==> src/rtl/irq_pend_pkg.sv <==
package irq_pend_pkg;

  localparam int PRIV_IDS = 32;

  typedef enum logic [2:0] {
    SEL_SET_EN  = 3'd0,
    SEL_CLR_EN  = 3'd1,
    SEL_SET_PD  = 3'd2,
    SEL_CLR_PD  = 3'd3,
    SEL_CFG     = 3'd4,
    SEL_TGT     = 3'd5,
    SEL_SOFT    = 3'd6,
    SEL_NONE    = 3'd7
  } wsel_e;

  typedef enum logic [1:0] {
    FLT_LIST   = 2'd0,
    FLT_OTHERS = 2'd1,
    FLT_SELF   = 2'd2,
    FLT_DROP   = 2'd3
  } sgi_filt_e;

endpackage

==> src/rtl/irq_pend_decode.sv <==
module irq_pend_decode
  import irq_pend_pkg::*;
#(
  parameter int NCPU = 2,
  parameter int NEXT = 32,
  parameter int NIRQ = PRIV_IDS + NEXT,
  parameter int WW   = 4,
  parameter int CW   = 1
) (
  input  logic                 wr_en,
  input  logic [2:0]           wr_sel,
  input  logic [WW-1:0]        wr_word,
  input  logic [3:0]           wr_be,
  input  logic [31:0]          wr_data,
  input  logic [CW-1:0]        wr_cpu,
  output logic [NIRQ-1:0]      set_en_m,
  output logic [NIRQ-1:0]      clr_en_m,
  output logic [NIRQ-1:0]      set_pd_m,
  output logic [NIRQ-1:0]      clr_pd_m,
  output logic [NEXT-1:0]      cfg_we,
  output logic [2*NEXT-1:0]    cfg_val,
  output logic [NEXT-1:0]      tgt_we,
  output logic [NCPU*NEXT-1:0] tgt_val,
  output logic [NIRQ-1:0]      soft_hit,
  output logic [NCPU-1:0]      soft_mask
);

  wsel_e sel;
  assign sel = wsel_e'(wr_sel);

  // Bit-per-ID registers: word w, bit b -> ID 32w+b
  for (genvar i = 0; i < NIRQ; i++) begin : g_bit
    localparam int BW = i / 32;
    localparam int BB = i % 32;
    logic hit;
    assign hit = wr_en && (wr_word == WW'(BW)) && wr_be[BB/8] && wr_data[BB];
    assign set_en_m[i] = hit && (sel == SEL_SET_EN);
    assign clr_en_m[i] = hit && (sel == SEL_CLR_EN);
    assign set_pd_m[i] = hit && (sel == SEL_SET_PD);
    assign clr_pd_m[i] = hit && (sel == SEL_CLR_PD);
  end

  // Configuration (2 bits per ID) and target (1 byte per ID), external IDs only
  for (genvar j = 0; j < NEXT; j++) begin : g_ext
    localparam int ID  = j + PRIV_IDS;
    localparam int CWD = ID / 16;
    localparam int CF  = ID % 16;
    localparam int TWD = ID / 4;
    localparam int TL  = ID % 4;
    assign cfg_we[j]              = wr_en && (sel == SEL_CFG) &&
                                    (wr_word == WW'(CWD)) && wr_be[CF/4];
    assign cfg_val[2*j +: 2]      = wr_data[2*CF +: 2];
    assign tgt_we[j]              = wr_en && (sel == SEL_TGT) &&
                                    (wr_word == WW'(TWD)) && wr_be[TL];
    assign tgt_val[NCPU*j +: NCPU] = wr_data[8*TL +: NCPU];
  end

  // Software-generated interrupt decode
  logic            soft_go;
  logic [9:0]      soft_id;
  sgi_filt_e       filt;
  logic [NCPU-1:0] self_m;

  assign soft_go = wr_en && (sel == SEL_SOFT) && (&wr_be);
  assign soft_id = wr_data[9:0];
  assign filt    = sgi_filt_e'(wr_data[25:24]);
  assign self_m  = NCPU'(1) << wr_cpu;

  always_comb begin
    unique case (filt)
      FLT_LIST:   soft_mask = wr_data[16 +: NCPU];
      FLT_OTHERS: soft_mask = ~self_m;
      FLT_SELF:   soft_mask = self_m;
      default:    soft_mask = '0;
    endcase
  end

  for (genvar i = 0; i < NIRQ; i++) begin : g_soft
    assign soft_hit[i] = soft_go && (soft_id == 10'(i));
  end

endmodule

==> src/rtl/irq_pend_cfg.sv <==
module irq_pend_cfg #(
  parameter int NCPU = 2,
  parameter int NEXT = 32
) (
  input  logic                 clk,
  input  logic                 rst_n,
  input  logic [NEXT-1:0]      irq_in,
  input  logic [NEXT-1:0]      cfg_we,
  input  logic [2*NEXT-1:0]    cfg_val,
  input  logic [NEXT-1:0]      tgt_we,
  input  logic [NCPU*NEXT-1:0] tgt_val,
  output logic [NEXT-1:0]      trig,
  output logic [NEXT-1:0]      model,
  output logic [NCPU*NEXT-1:0] tgt,
  output logic [NEXT-1:0]      lvl,
  output logic [NEXT-1:0]      rise
);

  always_ff @(posedge clk or negedge rst_n) begin
    if (!rst_n) begin
      lvl   <= '0;
      trig  <= '0;
      model <= '0;
      tgt   <= '0;
    end else begin
      lvl <= irq_in;
      for (int j = 0; j < NEXT; j++) begin
        if (cfg_we[j]) begin
          model[j] <= cfg_val[2*j];
          trig[j]  <= cfg_val[2*j+1];
        end
        if (tgt_we[j]) tgt[NCPU*j +: NCPU] <= tgt_val[NCPU*j +: NCPU];
      end
    end
  end

  assign rise = irq_in & ~lvl;

endmodule

==> src/rtl/irq_pend_enable.sv <==
module irq_pend_enable
  import irq_pend_pkg::*;
#(
  parameter int NCPU = 2,
  parameter int NEXT = 32,
  parameter int NIRQ = PRIV_IDS + NEXT,
  parameter int CW   = 1
) (
  input  logic                 clk,
  input  logic                 rst_n,
  input  logic [NIRQ-1:0]      set_en_m,
  input  logic [NIRQ-1:0]      clr_en_m,
  input  logic [CW-1:0]        wr_cpu,
  output logic [NCPU*NIRQ-1:0] en_o,
  output logic [NEXT-1:0]      en_sh
);

  for (genvar i = 0; i < NIRQ; i++) begin : g_id
    if (i < PRIV_IDS) begin : g_bank
      for (genvar c = 0; c < NCPU; c++) begin : g_cpu
        logic b;
        always_ff @(posedge clk or negedge rst_n) begin
          if (!rst_n) b <= 1'b0;
          else if (wr_cpu == CW'(c)) begin
            if (set_en_m[i])      b <= 1'b1;
            else if (clr_en_m[i]) b <= 1'b0;
          end
        end
        assign en_o[c*NIRQ+i] = b;


        bank_iso_chk: assert property (@(posedge clk) disable iff (!rst_n)
          ((set_en_m[i] || clr_en_m[i]) && wr_cpu != CW'(c)) |=> $stable(en_o[c*NIRQ+i]));
      end
    end else begin : g_shared
      logic b;
      always_ff @(posedge clk or negedge rst_n) begin
        if (!rst_n)           b <= 1'b0;
        else if (set_en_m[i]) b <= 1'b1;
        else if (clr_en_m[i]) b <= 1'b0;
      end
      assign en_sh[i-PRIV_IDS] = b;
      for (genvar c = 0; c < NCPU; c++) begin : g_cpu
        assign en_o[c*NIRQ+i] = b;


        shared_clr_chk: assert property (@(posedge clk) disable iff (!rst_n)
          (clr_en_m[i] && !set_en_m[i]) |=> !en_o[c*NIRQ+i]);
      end
    end
  end

endmodule

==> src/rtl/irq_pend_bits.sv <==
module irq_pend_bits
  import irq_pend_pkg::*;
#(
  parameter int NCPU = 2,
  parameter int NEXT = 32,
  parameter int NIRQ = PRIV_IDS + NEXT,
  parameter int CW   = 1
) (
  input  logic                 clk,
  input  logic                 rst_n,
  input  logic [NIRQ-1:0]      set_pd_m,
  input  logic [NIRQ-1:0]      clr_pd_m,
  input  logic [NEXT-1:0]      set_en_ext,
  input  logic [NIRQ-1:0]      soft_hit,
  input  logic [NCPU-1:0]      soft_mask,
  input  logic [CW-1:0]        wr_cpu,
  input  logic [NEXT-1:0]      en_sh,
  input  logic [NEXT-1:0]      trig,
  input  logic [NEXT-1:0]      lvl,
  input  logic [NEXT-1:0]      rise,
  input  logic [NCPU*NEXT-1:0] tgt,
  output logic [NCPU*NIRQ-1:0] pd_o
);

  for (genvar c = 0; c < NCPU; c++) begin : g_cpu
    for (genvar i = 0; i < NIRQ; i++) begin : g_id
      logic set_v;
      if (i < PRIV_IDS) begin : g_priv
        assign set_v = (set_pd_m[i] && wr_cpu == CW'(c)) ||
                       (soft_hit[i] && soft_mask[c]);
      end else begin : g_ext
        localparam int J = i - PRIV_IDS;
        logic line_set, en_hi_set;
        assign line_set  = rise[J] && (trig[J] || en_sh[J]);
        assign en_hi_set = set_en_ext[J] && !trig[J] && lvl[J];
        assign set_v = (tgt[NCPU*J+c] && (line_set || set_pd_m[i] || en_hi_set)) ||
                       (soft_hit[i] && soft_mask[c]);
      end

      logic b;
      always_ff @(posedge clk or negedge rst_n) begin
        if (!rst_n) b <= 1'b0;
        else        b <= (b && !clr_pd_m[i]) || set_v;
      end
      assign pd_o[c*NIRQ+i] = b;


      set_wins_chk: assert property (@(posedge clk) disable iff (!rst_n)
        set_v |=> pd_o[c*NIRQ+i]);


      clr_all_chk: assert property (@(posedge clk) disable iff (!rst_n)
        (clr_pd_m[i] && !set_v) |=> !pd_o[c*NIRQ+i]);
    end
  end

endmodule

==> src/rtl/irq_pend_ctrl.sv <==
module irq_pend_ctrl
  import irq_pend_pkg::*;
#(
  parameter int NCPU = 2,
  parameter int NEXT = 32,
  localparam int NIRQ = PRIV_IDS + NEXT,
  localparam int WW   = $clog2(NIRQ / 4),
  localparam int CW   = (NCPU > 1) ? $clog2(NCPU) : 1
) (
  input  logic                 clk,
  input  logic                 rst_n,
  input  logic [NEXT-1:0]      irq_in,
  input  logic                 wr_en,
  input  logic [2:0]           wr_sel,
  input  logic [WW-1:0]        wr_word,
  input  logic [3:0]           wr_be,
  input  logic [31:0]          wr_data,
  input  logic [CW-1:0]        wr_cpu,
  output logic [NCPU*NIRQ-1:0] enable_o,
  output logic [NCPU*NIRQ-1:0] pending_o,
  output logic [NIRQ-1:0]      model_o
);

  logic [NIRQ-1:0]      set_en_m, clr_en_m, set_pd_m, clr_pd_m, soft_hit;
  logic [NEXT-1:0]      cfg_we, tgt_we, trig, model, lvl, rise, en_sh;
  logic [2*NEXT-1:0]    cfg_val;
  logic [NCPU*NEXT-1:0] tgt_val, tgt;
  logic [NCPU-1:0]      soft_mask;

  irq_pend_decode #(.NCPU(NCPU), .NEXT(NEXT), .NIRQ(NIRQ), .WW(WW), .CW(CW)) u_dec (
    .wr_en(wr_en), .wr_sel(wr_sel), .wr_word(wr_word), .wr_be(wr_be),
    .wr_data(wr_data), .wr_cpu(wr_cpu),
    .set_en_m(set_en_m), .clr_en_m(clr_en_m), .set_pd_m(set_pd_m), .clr_pd_m(clr_pd_m),
    .cfg_we(cfg_we), .cfg_val(cfg_val), .tgt_we(tgt_we), .tgt_val(tgt_val),
    .soft_hit(soft_hit), .soft_mask(soft_mask)
  );

  irq_pend_cfg #(.NCPU(NCPU), .NEXT(NEXT)) u_cfg (
    .clk(clk), .rst_n(rst_n), .irq_in(irq_in),
    .cfg_we(cfg_we), .cfg_val(cfg_val), .tgt_we(tgt_we), .tgt_val(tgt_val),
    .trig(trig), .model(model), .tgt(tgt), .lvl(lvl), .rise(rise)
  );

  irq_pend_enable #(.NCPU(NCPU), .NEXT(NEXT), .NIRQ(NIRQ), .CW(CW)) u_en (
    .clk(clk), .rst_n(rst_n), .set_en_m(set_en_m), .clr_en_m(clr_en_m),
    .wr_cpu(wr_cpu), .en_o(enable_o), .en_sh(en_sh)
  );

  irq_pend_bits #(.NCPU(NCPU), .NEXT(NEXT), .NIRQ(NIRQ), .CW(CW)) u_pd (
    .clk(clk), .rst_n(rst_n), .set_pd_m(set_pd_m), .clr_pd_m(clr_pd_m),
    .set_en_ext(set_en_m[NIRQ-1:PRIV_IDS]), .soft_hit(soft_hit), .soft_mask(soft_mask),
    .wr_cpu(wr_cpu), .en_sh(en_sh), .trig(trig), .lvl(lvl), .rise(rise), .tgt(tgt),
    .pd_o(pending_o)
  );

  assign model_o = {model, {PRIV_IDS{1'b0}}};

endmodule

==> config.mk <==
export PLATFORM = sky130hd
export DESIGN_NAME = irq_pend_ctrl
export DESIGN_NICKNAME = d
export VERILOG_FILES = /design/src/rtl/irq_pend_pkg.sv /design/src/rtl/irq_pend_decode.sv /design/src/rtl/irq_pend_cfg.sv /design/src/rtl/irq_pend_enable.sv /design/src/rtl/irq_pend_bits.sv /design/src/rtl/irq_pend_ctrl.sv
export SDC_FILE = /design/constraint.sdc
export NUM_CORES = 1
export LEC_CHECK = 0
export ABC_AREA = 1
export BUFFER_PORTS_ARGS = -buffer_cell sky130_fd_sc_hd__buf_2
export CAP_MARGIN = 10
export CORE_ASPECT_RATIO = 1.75
export CORE_UTILIZATION = 25
export DETAILED_ROUTE_END_ITERATION = 10
export GPL_TIMING_DRIVEN = 1
export PLACE_DENSITY = 0.52
export SYNTH_ARGS = -nofsm -noshare
export SYNTH_HDL_FRONTEND = slang
export SYNTH_HIERARCHICAL = 1
export SYNTH_SLANG_ARGS = --single-unit
==> constraint.sdc <==
create_clock -name clk -period 1.2 [get_ports clk]
set_input_delay 0 -clock clk [delete_from_list [all_inputs] [get_ports clk]]
set_output_delay 0 -clock clk [all_outputs]
set_load 0.005 [all_outputs]
# After elaboration in Yosys (flattened, before gate mapping)
# Index checks and enable logic that the tools add are counted.
# classes
magnitude_cmp	0
n_bitwise	4
n_mul	0
n_reduce_logical	1509
addsub	0
eq_ne	82
n_mux	129
div_mod_pow	0
shift	1
# op_table
operator	count
$logic_and 1x1->1	928
$logic_or 1x1->1	352
$eq 10x6->1 const B	32
$eq 10x5->1 const B	16
$mux 1	128
$reduce_and 2->1	64
$reduce_bool 2->1	64
$logic_not 1->1	96
$eq 10x4->1 const B	8
$eq 10x3->1 const B	4
$and 32x32->32	1
$eq 4x4->1 const B	8
$not 32->32	1
$eq 10x2->1 const B	2
$eq 10x1->1 const B	1
$logic_not 10->1	1
$eq 3x3->1 const B	3
$eq 4x2->1 const B	2
$eq 3x2->1 const B	2
$pmux 2 s3	1
$eq 4x1->1 const B	1
$logic_not 4->1	1
$reduce_and 4->1	1
$eq 3x1->1 const B	1
7 further kinds	7
# totals
wordCells	1998
romBits	0
out_inout_bits	320
in_bits	79
latchBits	0
ramBits	0
memories	0
reg_bits	384

# Logic depth before layout (Yosys ltp)
# Gate-level depths: netlist (run 1).
# depth
ltp_word	11
mapped_depth	10
mapped_depth_nobuf	9

# Cells and area by module
# Netlist (run 1), hierarchy kept.
# by_module_without_submodules
mod	area_each_um2	cells_each	seq_area_each_um2	n_inst
irq_pend_bits	7578.5	950	3203.1	1
irq_pend_cfg	5925.7	672	4003.8	1
irq_pend_enable	5043.6	590	2402.3	1
irq_pend_decode	4586.9	738	0.0	1
irq_pend_ctrl	244.0	33	0.0	1

# Worst setup path before layout (run 1)
# Ideal clock, no wire load.
# synth_timing
path_kind	input-to-reg
from	input port wr_be[3]
to	register u_pd.g_cpu[0].g_id[32].b
path_slack_ps	85
arrival_time_ps	1049
t_required_ps	1134
n_path_buf	2
setup_time_ps	66
path_stages	8
path_cell_list	buf_4 -> nand2_4 -> nor2_4 -> nand3_4 -> buf_6 -> nor3_1 -> a22oi_2 -> nand2_1
# synth_via
elab_chain_cells	6
# synth_rtl
element	line_no	text
start: declaration	irq_pend_ctrl.sv:16	input logic [3:0] wr_be,
$reduce_and 4->1	irq_pend_decode.sv:64	assign soft_go = wr_en && (sel == SEL_SOFT) && (&wr_be);
$logic_and 1x1->1	irq_pend_decode.sv:64	
$logic_and 1x1->1	irq_pend_decode.sv:79	assign soft_hit[i] = soft_go && (soft_id == 10'(i));
via soft_hit[32]	irq_pend_ctrl.sv:24	logic [NIRQ-1:0] set_en_m, clr_en_m, set_pd_m, clr_pd_m, soft_hit;
$logic_and 1x1->1	irq_pend_bits.sv:37	(soft_hit[i] && soft_mask[c]);
$logic_or 1x1->1	irq_pend_bits.sv:36	assign set_v = (tgt[NCPU*J+c] && (line_set || set_pd_m[i] || en_hi_set)) ||
$logic_or 1x1->1	irq_pend_bits.sv:43	else b <= (b && !clr_pd_m[i]) || set_v;
end signal: assignment	irq_pend_bits.sv:43	
end: declaration	irq_pend_bits.sv:40	logic b;
# The timed path passes the listed nets, and every way through them passes these cells.
# A chain may end at the register's enable or synchronous reset.

# Worst setup path after layout (run 1)
# layout_timing
from	register u_en.g_id[50].g_shared.b
to	output port enable_o[50]
# layout_lines
element	line_no	text
start: declaration	irq_pend_enable.sv:36	logic b;
start signal: assignment	irq_pend_enable.sv:38	if (!rst_n) b <= 1'b0;
start signal: assignment	irq_pend_enable.sv:39	else if (set_en_m[i]) b <= 1'b1;
start signal: assignment	irq_pend_enable.sv:40	else if (clr_en_m[i]) b <= 1'b0;
end: declaration	irq_pend_ctrl.sv:19	output logic [NCPU*NIRQ-1:0] enable_o,
# No word-level cell between the ends.

==> impl_summary.log, run 1 <==
INFO  metric violated_checks = setup timing
INFO  metric cts_root_buffer = clkbuf_16
INFO  metric timing.final.crit_period = 1.21 ns
INFO  metric routedWlPerCell = 20.4 um
INFO  metric finalSetupViolCount = 6
INFO  metric powerDensity = between 1000 and 1500 nW/um^2
INFO  metric synth.area.top_cells = dfrtp_1 (41%), nand2_1 (16%), buf_4 (16%)
INFO  metric fillCellCount = slightly above 10,000
INFO  metric grt_pass1_wl = 131,000 um
INFO  metric multi_input_comb_area = slightly below 9000 sq um
INFO  metric slowest_stage = dfrtp_2
INFO  metric finish.utilization = 0.301
INFO  metric areaGrowthSynthToFinish = 19.4%
INFO  metric run_status = finished, violations left
INFO  metric switching_share = 0.291
INFO  metric p_seq_frac = 0.434
INFO  metric p_int = 24.1 mW
INFO  metric clock_tree.htree_level_count = 2
INFO  metric cpPeakStageDelay = 0.45 ns
INFO  metric drt_iter0_markers = 1,242
INFO  metric io_pins = 399
INFO  metric final_cell_mix = nand2_1 (983), dfrtp_1 (368), buf_2 (331), nor2_1 (331), inv_1 (279)
INFO  metric max_capacitance_violation_count = 0
INFO  metric grt-ovfl-total = 0
INFO  metric yosysSeqAreaShare = 0.411
INFO  metric largest_family_of_logic_cells_by_synthesized_area = simple AND/OR/NAND/NOR gates
INFO  metric path_cells = buf_2
INFO  metric design.core.area = about 93,000 sq um
INFO  metric layout.cells.non_filler = 4,478
INFO  metric post_synthesis_simple_gate_area_fraction = 0.314
INFO  metric worst-endpoint-arrival = 1.21 ns
INFO  metric fmaxAchievable = between 800 and 900 MHz
INFO  metric gp_congestion = slightly below 0.9
INFO  metric hold_path.class = input port to flop
INFO  metric total_track_usage = 0.193
INFO  metric rsz0062_at_grt = yes
INFO  metric grt_start_max_net_pins = 69
INFO  metric crit_type = flop to primary output
INFO  metric syn-mean-instance-area = 7.84 sq um
INFO  metric die-area = 94,800 sq um
INFO  metric wirelength = 91,400 um
INFO  metric initial_core_util = 0.252
INFO  metric clkLatencyLatePin = 0.60 ns
INFO  metric skew = approximately 0.03 ns
INFO  metric report.final.slew_viol_count = 0
INFO  metric finalPower = ~34 mW
INFO  metric clock_network_fraction_of_total_power = 0.396
INFO  metric syn-cell-area = 23,400 sq um
INFO  metric place.port_buffers = 366
INFO  metric cts_tree = done
INFO  metric irDropWorstVdd = 0.000931 V
INFO  metric layout.area.seq = 9630 sq um
INFO  metric largest_fanout_on_the_critical_path = 3
INFO  metric cts_made_buffers = 41
INFO  metric p_leak = ~14 nW
INFO  metric path_clk_slew = 0.06 ns
INFO  metric hpwlAfterDp = 71,700 um
INFO  metric synth_top_cell_by_area = dfrtp_1
INFO  metric critPathLaunchType = flop
INFO  metric drt-vias-per-instance = 4.27
INFO  metric drt.antenna.violating_nets = 0
INFO  metric nets = 3,323
INFO  metric fp.dieW = 233 um
INFO  metric worst_ep_required_time = 1.20 ns
INFO  metric timing.critical_path.max_delay_family = flip-flops
INFO  metric synth.yosys.warnings = 6
INFO  metric grt_pass1_vias = 19,000
INFO  metric num_vias = ~19,000
INFO  metric synthDistinctLibCells = 27
INFO  metric share_comb_of_total_power = 0.170
INFO  metric initial_antenna_violation_count = 10
INFO  metric share_of_the_clock_period_used_by_the_worst_path = 1.01
INFO  metric deepest_clock_path_buffer_count = 3
INFO  metric drc = 0
INFO  metric final_common_cell = nand2_1
INFO  metric rows = around 150
INFO  metric dp.cells = 4,280
INFO  metric yosys-mux-area-fraction = 0
INFO  metric synth_xor_area_frac = 0
INFO  metric synth-compound-area-share = 0.0501
INFO  metric total_switching_power = 9.90 mW
INFO  metric placement.setup.worst_slack = -0.370 ns
INFO  metric hold_viol = 0
INFO  metric setup_ws = -0.0145 ns
INFO  metric cp.buffers_inverters = 1
INFO  metric detail_route.first_pass.iterations = 5
INFO  metric share_of_yosys_cell_area_claimed_by_the_top_area_cell_type = 0.411
INFO  metric drive_gt1_frac = 0.293
INFO  metric syn_inst = 2,983
INFO  metric end_kind = primary output
INFO  metric yosys_register_bits = 384
INFO  metric cts_sinks = 384
INFO  metric synth-adder-area-share = 0
INFO  metric die_height = 407 um
-- cell type report --
cell class / count / area share
inverter: 286 / 0.0384
timing repair buffer: 739 / 0.201
clock inverter: 13 / 0.00730
multi-input combinational: 1792 / 0.311
antenna: 5 / 0.000448
tap: 1200 / 0.0538
clock buffer: 59 / 0.0428
sequential: 384 / 0.345
-- what timing repair did --
action | 4_1_cts | 5_1_grt
hold buffers | 68 | 2
pin swaps | 0 | 6
resized for setup | 33 | 49
cloned | 0 | 1
setup endpoints to repair | 91 | 204
endpoints found under the hold margin | 637 | 1
setup buffers | 45 | 11
-- Yosys cell counts --
library cell	instances
nor2_8	3
nor3_2	7
buf_4	490
nor3_1	27
nand2_2	10
nor2_4	4
buf_12	4
o21ai_0	34
buf_6	21
nand2_1	986
nand2_4	3
nor2_2	48
nand3_4	41
a22oi_2	56
inv_2	3
dfrtp_1	384
conb_1	1
nand3_1	142
nor2_1	333
a22oi_1	8
nand3_2	25
o21bai_1	32
clkinv_1	4
buf_2	35
inv_1	279
nand4_1	1
clkbuf_1	2
-- worst paths after layout --
check / start / end / slack (ns) / depth (start not counted)
min in group asynchronous: rst_n / u_cfg/model[24] / 0.39 / 3
worst min-delay path: wr_be[1] / u_en/g_id[45].g_shared.b / 0.03 / 5
max in group asynchronous: rst_n / u_pd/g_cpu[0].g_id[47].b / 0.10 / 5
worst min register to register: u_en/g_id[27].g_bank.g_cpu[1].b / u_en/g_id[27].g_bank.g_cpu[1].b / 0.46 / 2
worst max-delay path: u_en/g_id[50].g_shared.b / enable_o[50] / -0.01 / 1
worst max register to register: u_en/g_id[56].g_shared.b / u_pd/g_cpu[1].g_id[56].b / 0.07 / 4
-- flip-flops by register name, summed over array words and instances (netlist names) --
| register | flops |
|---|---|
| u_cfg/model | 32 |
| u_cfg/tgt | 64 |
| u_en/g_id.g_shared.b | 32 |
| u_cfg/trig | 32 |
| u_cfg/lvl | 32 |
| u_pd/g_cpu.g_id.b | 128 |
| u_en/g_id.g_bank.g_cpu.b | 64 |
-- per-stage QoR --
step | TNS, ns | area [sq um] | hold slack (ns)
global route | -1.14 | 27900 | 0.0408
floorplan | 0 | 23500 | -0.296
global placement | -66.11 | 25200 | -0.112
finish | -0.0272 | 27900 | 0.0299
detailed placement | -70.95 | 25200 | -0.117
CTS | -1.11 | 27600 | 0.00279
-- routing by layer --
metal	GRT usage	share of wire	vias up
met3	0.0443	0.063	167
met5	0	0.00040	-
met1	0.214	0.38	9224
met2	0.343	0.50	573
li1	-	-	9169
met4	0.0932	0.054	6
-- power groups by stage --
stage                     Combinational, mW  Clock (mW)  Sequential [mW]
final                                  5.78        13.5             14.7
after CTS                              5.71        13.8             14.8
after global placement                 5.11           0             15.0
after detailed placement               5.12           0             15.0
after floorplan                        3.48           0             14.7
after global routing                   6.30        14.2             14.9
-- cells by family after synthesis --
kind of cell / after synthesis
buffers and inverters: 838
AND/OR/NAND/NOR: 1630
other: 1
AO/OA/AOI/OAI: 130
flip-flops: 384
(Power assumes the default switching activity.)
==> inputs of run 2 (changes only) <==
- GPL_TIMING_DRIVEN: 1 -> unset
- PLACE_DENSITY: 0.52 -> unset
- PLACE_DENSITY_LB_ADDON: unset -> 0.25
==> run 2 against run 1 <==
  * The run still ends with setup timing left
  * Wire length increased by 2.1%
  * Global-route usage is 0.16 points higher
  * Cell area is 2.7% higher
  * Register-to-register slack worse by 0.02 ns
  * Fmax is 1.9% lower
  * Power grew 4.5%
  * Clock skew is 0.014 ns lower
  * Sequential power is essentially flat
  * Combinational power grew 7.3%
  * Worst hold slack improved by 0.022 ns
  * Non-clock buffer count increased by 40
  * Critical endpoint is now enable_o[110]
  * Highest routed layer unchanged
==> impl_summary.log, run 2 (synthesis gave the netlist of run 1 again) <==
INFO  metric irDropWorstVdd = 0.000897 V (-3.6%)
INFO  metric end_kind = primary output
INFO  metric drt.antenna.violating_nets = 0 (unchanged)
INFO  metric critPathLaunchType = flop
INFO  metric share_comb_of_total_power = 0.175 (+0.005)
INFO  metric fp.dieW = 233 um (unchanged)
INFO  metric regMostFlops = u_pd/g_cpu.g_id.b
INFO  metric cts_sinks = 384 (unchanged)
INFO  metric timing.setup.tns = -0.0990 ns (-0.0717 ns)
INFO  metric total_switching_power = 10.2 mW (+3.5%)
INFO  metric final_common_cell = nand2_1
INFO  metric worst_ep_required_time = 1.20 ns (about the same)
INFO  metric areaGrowthSynthToFinish = 22.7%
INFO  metric io_pins = 399 (unchanged)
INFO  metric drt-vias-per-instance = 4.27 (-0.12%)
INFO  metric largest_reg_flops = 128 (unchanged)
INFO  metric path_cells = buf_2
INFO  metric setup_ws = -0.0384 ns (-0.0239 ns)
INFO  metric grt_start_max_net_pins = 71 (+2.9%)
INFO  metric p_leak = 14.2 nW (+3.0%)
INFO  metric cts_made_buffers = 45 (+9.8%)
INFO  metric r2r_slack = 0.05 ns (-0.02 ns)
INFO  metric timing.final.crit_period = 1.24 ns (+0.0239 ns)
INFO  metric hpwlAfterDp = 72,100 um (+0.60%)
INFO  metric nets = 3,367 (+1.3%)
INFO  metric clock_tree.htree_level_count = 2 (unchanged)
INFO  metric p_int = 25.3 mW (+5.0%)
INFO  metric die_height = 407 um (unchanged)
INFO  metric total_track_usage = 0.194 (+0.00157)
INFO  metric powerDensity = 1240 nW/um^2 (+1.8%)
INFO  metric largest_fanout_on_the_critical_path = 3 (unchanged)
INFO  metric grt_pass1_wl = 132,000 um (+1.1%)
INFO  metric finish.utilization = 0.309 (+0.00819)
INFO  metric deepest_clock_path_buffer_count = 3 (unchanged)
INFO  metric share_of_the_clock_period_used_by_the_worst_path = 1.03 (+0.0199)
INFO  metric drive_gt1_frac = 0.305 (+0.0124)
INFO  metric detail_route.first_pass.iterations = 5 (unchanged)
INFO  metric routedWlPerCell = 20.6 um (+0.98%)
INFO  metric rows = 148 (unchanged)
INFO  metric num_vias = 19,300 (+0.98%)
INFO  metric hold_path.class = input port to flop
INFO  metric violated_checks = setup timing
INFO  metric clock_network_fraction_of_total_power = 0.409 (+0.013)
INFO  metric p_seq_frac = 0.417 (-0.017)
INFO  metric report.final.slew_viol_count = 0 (unchanged)
INFO  metric clkLatencyLatePin = 0.61 ns (about the same)
INFO  metric finalSetupViolCount = 7 (+1)
INFO  metric die-area = 94,800 sq um (unchanged)
INFO  metric place.port_buffers = 366 (unchanged)
INFO  metric initial_core_util = 0.252 (unchanged)
INFO  metric cts_root_buffer = clkbuf_16
INFO  metric initial_antenna_violation_count = 7 (-3)
INFO  metric fmaxAchievable = 808 MHz (-1.9%)
INFO  metric timing.critical_path.max_delay_family = flip-flops
INFO  metric dp.cells = 4,299 (+0.44%)
INFO  metric placement.setup.worst_slack = -0.496 ns (-0.125 ns)
INFO  metric run_status = finished, violations left
INFO  metric final_cell_mix = nand2_1 (984), dfrtp_1 (371), nor2_1 (330), buf_2 (326), buf_4 (280)
INFO  metric switching_share = 0.288 (-0.00296)
INFO  metric gp_congestion = 0.851 (-4.7%)
INFO  metric worst_slew_margin_rel = 0.651
INFO  metric hold_viol = 0 (unchanged)
INFO  metric design.core.area = 92,800 sq um (unchanged)
INFO  metric cp.buffers_inverters = 1 (unchanged)
INFO  metric drc = 0 (unchanged)
INFO  metric layout.cells.non_filler = 4,527 (+1.1%)
INFO  metric top_regs = u_pd/g_cpu.g_id.b x128, u_cfg/tgt x64, u_en/g_id.g_bank.g_cpu.b x64
INFO  metric grt-ovfl-total = 0 (unchanged)
INFO  metric drt_iter0_markers = 1,177 (-5.2%)
INFO  metric skew = 0.0162 ns (-0.0141 ns)
INFO  metric crit_type = flop to primary output
INFO  metric rsz0062_at_grt = yes
INFO  metric grt_pass1_vias = 19,000 (+0.063%)
INFO  metric path_clk_slew = 0.06 ns (about the same)
INFO  metric worstMarginPinSlew = 0.524 ns
INFO  metric slowest_stage = dfrtp_2
INFO  metric worst-endpoint-arrival = 1.24 ns (+0.03 ns)
INFO  metric cpPeakStageDelay = 0.47 ns (+0.02 ns)
INFO  metric wirelength = 93,300 um (+2.1%)
INFO  metric max_capacitance_violation_count = 0 (unchanged)
INFO  metric cts_tree = done
==> run 2: per-stage QoR <==
stage          total power [mW]  hold WS, ns  area [sq um]
2_1_floorplan              18.2       -0.296         23500
3_3_place_gp               20.2       -0.112         25500
3_5_place_dp               20.2       -0.111         25500
4_1_cts                    35.7       0.0173         28100
5_1_grt                    37.1       0.0307         28700
6_report                   35.5       0.0516         28700
==> run 2: cell type report <==
class | count | area [sq um]
multi-input cells | 1792 | 8750
clock buffers | 64 | 1270
fillers | 10100 | 64100
inverters | 286 | 1070
diodes | 4 | 10.0
clock inverters | 18 | 254
well taps | 1200 | 1500
flip-flops and latches | 384 | 9630
repair buffers | 779 | 6200
==> run 2: power by group through the flow <==
stage                     Sequential (mW)  Combinational (mW)  Clock, mW
after floorplan                      14.7                3.48          0
after detailed placement             15.1                5.15          0
after global routing                 14.9                6.70       15.5
final                                14.8                6.20       14.5
after CTS                            14.8                5.90       15.0
after global placement               15.1                5.14          0
==> run 2: what timing repair did <==
action,in CTS,in global routing
endpoints found under the hold margin,622,1
buffers inserted,58,22
resized for setup,36,80
pin swaps,0,20
cloned,0,4
setup endpoints to repair,102,344
hold buffers,68,2
==> run 2: per-layer routing <==
metal / vias up / GRT usage / share of wire
met2: 578 / 0.344 / 0.50
met4: 4 / 0.0829 / 0.047
met3: 148 / 0.0310 / 0.052
met5: - / 0 / 0.00025
li1: 9273 / - / -
met1: 9323 / 0.229 / 0.40
==> run 2: path summary, 6_finish.rpt <==
check / startpoint / to / cells after the start
worst max register to register: u_en/g_id[55].g_shared.b / u_pd/g_cpu[0].g_id[55].b / 5
worst min-delay path: irq_in[27] / u_cfg/lvl[27] / 2
worst min register to register: u_en/g_id[21].g_bank.g_cpu[0].b / u_en/g_id[21].g_bank.g_cpu[0].b / 2
worst max-delay path: u_en/g_id[46].g_shared.b / enable_o[110] / 1
min in group asynchronous: rst_n / u_pd/g_cpu[0].g_id[23].b / 2
max in group asynchronous: rst_n / u_pd/g_cpu[0].g_id[58].b / 4
==> inputs of run 3 (changes only) <==
--- a/config.mk
+++ b/config.mk
@@ -12,4 +12,5 @@
 export CORE_UTILIZATION = 25
 export DETAILED_ROUTE_END_ITERATION = 10
+export GPL_TIMING_DRIVEN = 1
 export PLACE_DENSITY_LB_ADDON = 0.25
 export SYNTH_ARGS = -nofsm -noshare
==> constraint.sdc (replaced) <==
create_clock -name clk -period 1.39 [get_ports clk]
set_input_delay 0 -clock clk [delete_from_list [all_inputs] [get_ports clk]]
set_output_delay 0 -clock clk [all_outputs]
set_load 0.01 [all_outputs]
==> run 3 against run 2 <==
  * The flow now finishes without violations
  * Via count shrank 2.8%
  * Register-to-register slack gained 0.20 ns
  * Combinational power shrank 23%
  * Power shrank 16%
  * Cell area shrank 5.0%
  * Worst hold slack lost 0.033 ns
  * Clock-buffer cell count is the same
  * Setup slack gained 0.090 ns
  * Clock power shrank 17%
  * Utilization shrank 1.5 points
  * Critical path depth grew 8
  * Die area is the same
==> impl_summary.log, run 3 (synthesis gave the netlist of run 1 again) <==
INFO  metric run_status = completed
INFO  metric areaGrowthSynthToFinish = 16.6%
INFO  metric placement.setup.worst_slack = -0.231 ns (+0.265 ns)
INFO  metric timing.critical_path.max_delay_family = buffers and inverters
INFO  metric place.port_buffers = 366 (unchanged)
INFO  metric grt_start_max_net_pins = 65 (-8.5%)
INFO  metric detail_route.first_pass.iterations = 6 (+1)
INFO  metric hpwlAfterDp = 72,200 um (+0.20%)
INFO  metric skew = 0.0136 ns (-0.00258 ns)
INFO  metric final_cell_mix = nand2_1 (985), dfrtp_1 (384), buf_2 (363), nor2_1 (331), inv_1 (279)
INFO  metric end_kind = flop
INFO  metric io_pins = 399 (unchanged)
INFO  metric slowest_stage = dlygate4sd3_1
INFO  metric worst_ep_required_time = 1.92 ns (+0.72 ns)
INFO  metric holdPathStages = 6 (+4)
INFO  metric largest_fanout_on_the_critical_path = 11 (+8)
INFO  metric r2r.worst_path.cells = 4 (-1)
INFO  metric path_cells = buf_2 -> dlygate4sd3_1 -> buf_4 -> nand3_4 -> nor2_1 -> nand3_1 -> nand3_1 -> nand2_1 -> nand2_1
INFO  metric total_track_usage = 0.194 (about the same)
INFO  metric cp.buffers_inverters = 3 (+2)
INFO  metric drc = 0 (unchanged)
INFO  metric cts_sinks = 384 (unchanged)
INFO  metric post-cts-setup-buffers = 0 (-100%)
INFO  metric routedWlPerCell = 20.7 um (+0.43%)
INFO  metric timing.setup.tns = 0 ns (+0.0990 ns)
INFO  metric regMostFlops = u_pd/g_cpu.g_id.b
INFO  metric worst-endpoint-arrival = 1.87 ns (+0.63 ns)
INFO  metric drive_gt1_frac = 0.275 (-0.0298)
INFO  metric timing.final.crit_period = between 1 and 1.5 ns
INFO  metric p_leak = 13.4 nW (-5.4%)
INFO  metric cts_root_buffer = clkbuf_16
INFO  metric grt_pass1_wl = 132,000 um (-0.34%)
INFO  metric final_common_cell = nand2_1
INFO  metric layout.area.seq = 9610 sq um (-0.17%)
INFO  metric critPathLaunchType = input port
INFO  metric drt.antenna.violating_nets = 0 (unchanged)
INFO  metric fp.dieW = 233 um (unchanged)
INFO  metric worst_hold_startpoint = wr_data[5]
INFO  metric rows = 148 (unchanged)
INFO  metric die_height = 407 um (unchanged)
INFO  metric grt_pass1_vias = 18,700 (-1.2%)
INFO  metric largest_reg_flops = 128 (unchanged)
INFO  metric grt-ovfl-total = 0 (unchanged)
INFO  metric top_regs = u_pd/g_cpu.g_id.b x128, u_cfg/tgt x64, u_en/g_id.g_bank.g_cpu.b x64
INFO  metric nets = 3,268 (-2.9%)
INFO  metric placedInstanceArea = 25,100 sq um (-1.3%)
INFO  metric die-area = 94,800 sq um (unchanged)
INFO  metric gp_congestion = 0.841 (-1.1%)
INFO  metric setup_ws = 0.0513 ns (+0.0897 ns)
INFO  metric cts_tree = done
INFO  metric layout.cell_area.non_filler = 27,300 sq um (-5.0%)
INFO  metric powerDensity = 1090 nW/um^2 (-12%)
INFO  metric holdPathEnd = u_en/g_id[5].g_bank.g_cpu[0].b
INFO  metric fmaxAchievable = 747 MHz
INFO  metric r2r_slack = 0.25 ns (+0.20 ns)
INFO  metric cts_made_buffers = 43 (-4.4%)
INFO  metric hold_path.class = input port to flop
INFO  metric drt_iter0_markers = 1,156 (-1.8%)
INFO  metric design.core.area = 92,800 sq um (unchanged)
INFO  metric clkLatencyLatePin = 0.61 ns (about the same)
INFO  metric hold_viol = 0 (unchanged)
INFO  metric multi_input_comb_area = 8670 sq um (-0.84%)
INFO  metric path_clk_slew = 0.06 ns (about the same)
INFO  metric deepest_clock_path_buffer_count = 3 (unchanged)
INFO  metric finish.utilization = 0.294 (-0.0153)
INFO  metric finalSetupViolCount = 0 (-7)
INFO  metric max_capacitance_violation_count = 0 (unchanged)
INFO  metric wirelength = 91,600 um (-1.9%)
INFO  metric crit_type = input port to flop
INFO  metric worstReg2RegStart = u_en/g_id[35].g_shared.b
INFO  metric rsz0062_at_grt = no
INFO  metric initial_core_util = 0.252 (unchanged)
INFO  metric initial_antenna_violation_count = 9 (+2)
INFO  metric fillCellCount = 10,100 (+0.25%)
INFO  metric report.final.slew_viol_count = 0 (unchanged)
INFO  metric clock_tree.htree_level_count = 2 (unchanged)
INFO  metric r2r_endpoint = u_pd/g_cpu[1].g_id[35].b
INFO  metric cpPeakStageDelay = 0.69 ns (+0.22 ns)
INFO  metric irDropWorstVdd = 0.000744 V (-17%)
INFO  metric share_of_the_clock_period_used_by_the_worst_path = 0.963
INFO  metric num_vias = 18,800 (-2.8%)
INFO  metric drt-vias-per-instance = 4.25 (-0.56%)
==> run 3: worst max-delay path by stage <==
stage / from / endpoint / depth (start not counted) / slack (ns)
floorplan: wr_be[3] / u_pd/g_cpu[0].g_id[32].b / 8 / 0.28
global placement: wr_data[8] / u_pd/g_cpu[1].g_id[50].b / 10 / -0.24
detailed placement: wr_data[8] / u_pd/g_cpu[1].g_id[50].b / 10 / -0.23
CTS: wr_data[24] / u_pd/g_cpu[1].g_id[43].b / 8 / 0.03
global route: wr_data[0] / u_pd/g_cpu[1].g_id[32].b / 9 / 0.004
finish: wr_data[0] / u_pd/g_cpu[1].g_id[32].b / 9 / 0.05
==> run 3: area by class of cell <==
| type | instances | area share |
|---|---|---|
| clock buffers | 64 | 0.0468 |
| repair buffers | 682 | 0.181 |
| multi-input cells | 1792 | 0.318 |
| well taps | 1200 | 0.0551 |
| flip-flops and latches | 384 | 0.353 |
| clock inverters | 10 | 0.00620 |
| diodes | 6 | 0.000551 |
| inverters | 286 | 0.0394 |
==> run 3: per-layer routing <==
metal	vias to the layer above	GRT usage	wire, um
met1	9043	0.228	36900
met4	4	0.0643	3050
li1	9086	-	-
met2	531	0.355	47300
met3	116	0.0296	4330
met5	-	0	20
==> run 3: where the power goes <==
part           internal [mW]  switching, mW  total, mW
sequential              12.1          0.745       12.8
combinational           1.75           3.00       4.75
clock                   7.08           5.05       12.1
==> run 3: worst min-delay path, delay by kind of cell <==
kind          cells  cell delay, ns
buf+inv           2            0.29
simple gates      4            0.29
==> run 3: stage by stage <==
stage	cells	hold slack [ns]	total power, mW
after floorplan	3014	-0.296	16.0
after global placement	4278	-0.0881	17.7
after detailed placement	4278	-0.0886	17.7
after CTS	4418	0.00272	30.1
after global routing	4420	0.0390	30.9
final	4424	0.0186	29.7
==> run 3: timing repair <==
item                                   CTS  global route
setup endpoints to repair                0            18
resized for setup                        0             3
hold buffers                            66             0
endpoints found under the hold margin  615             0
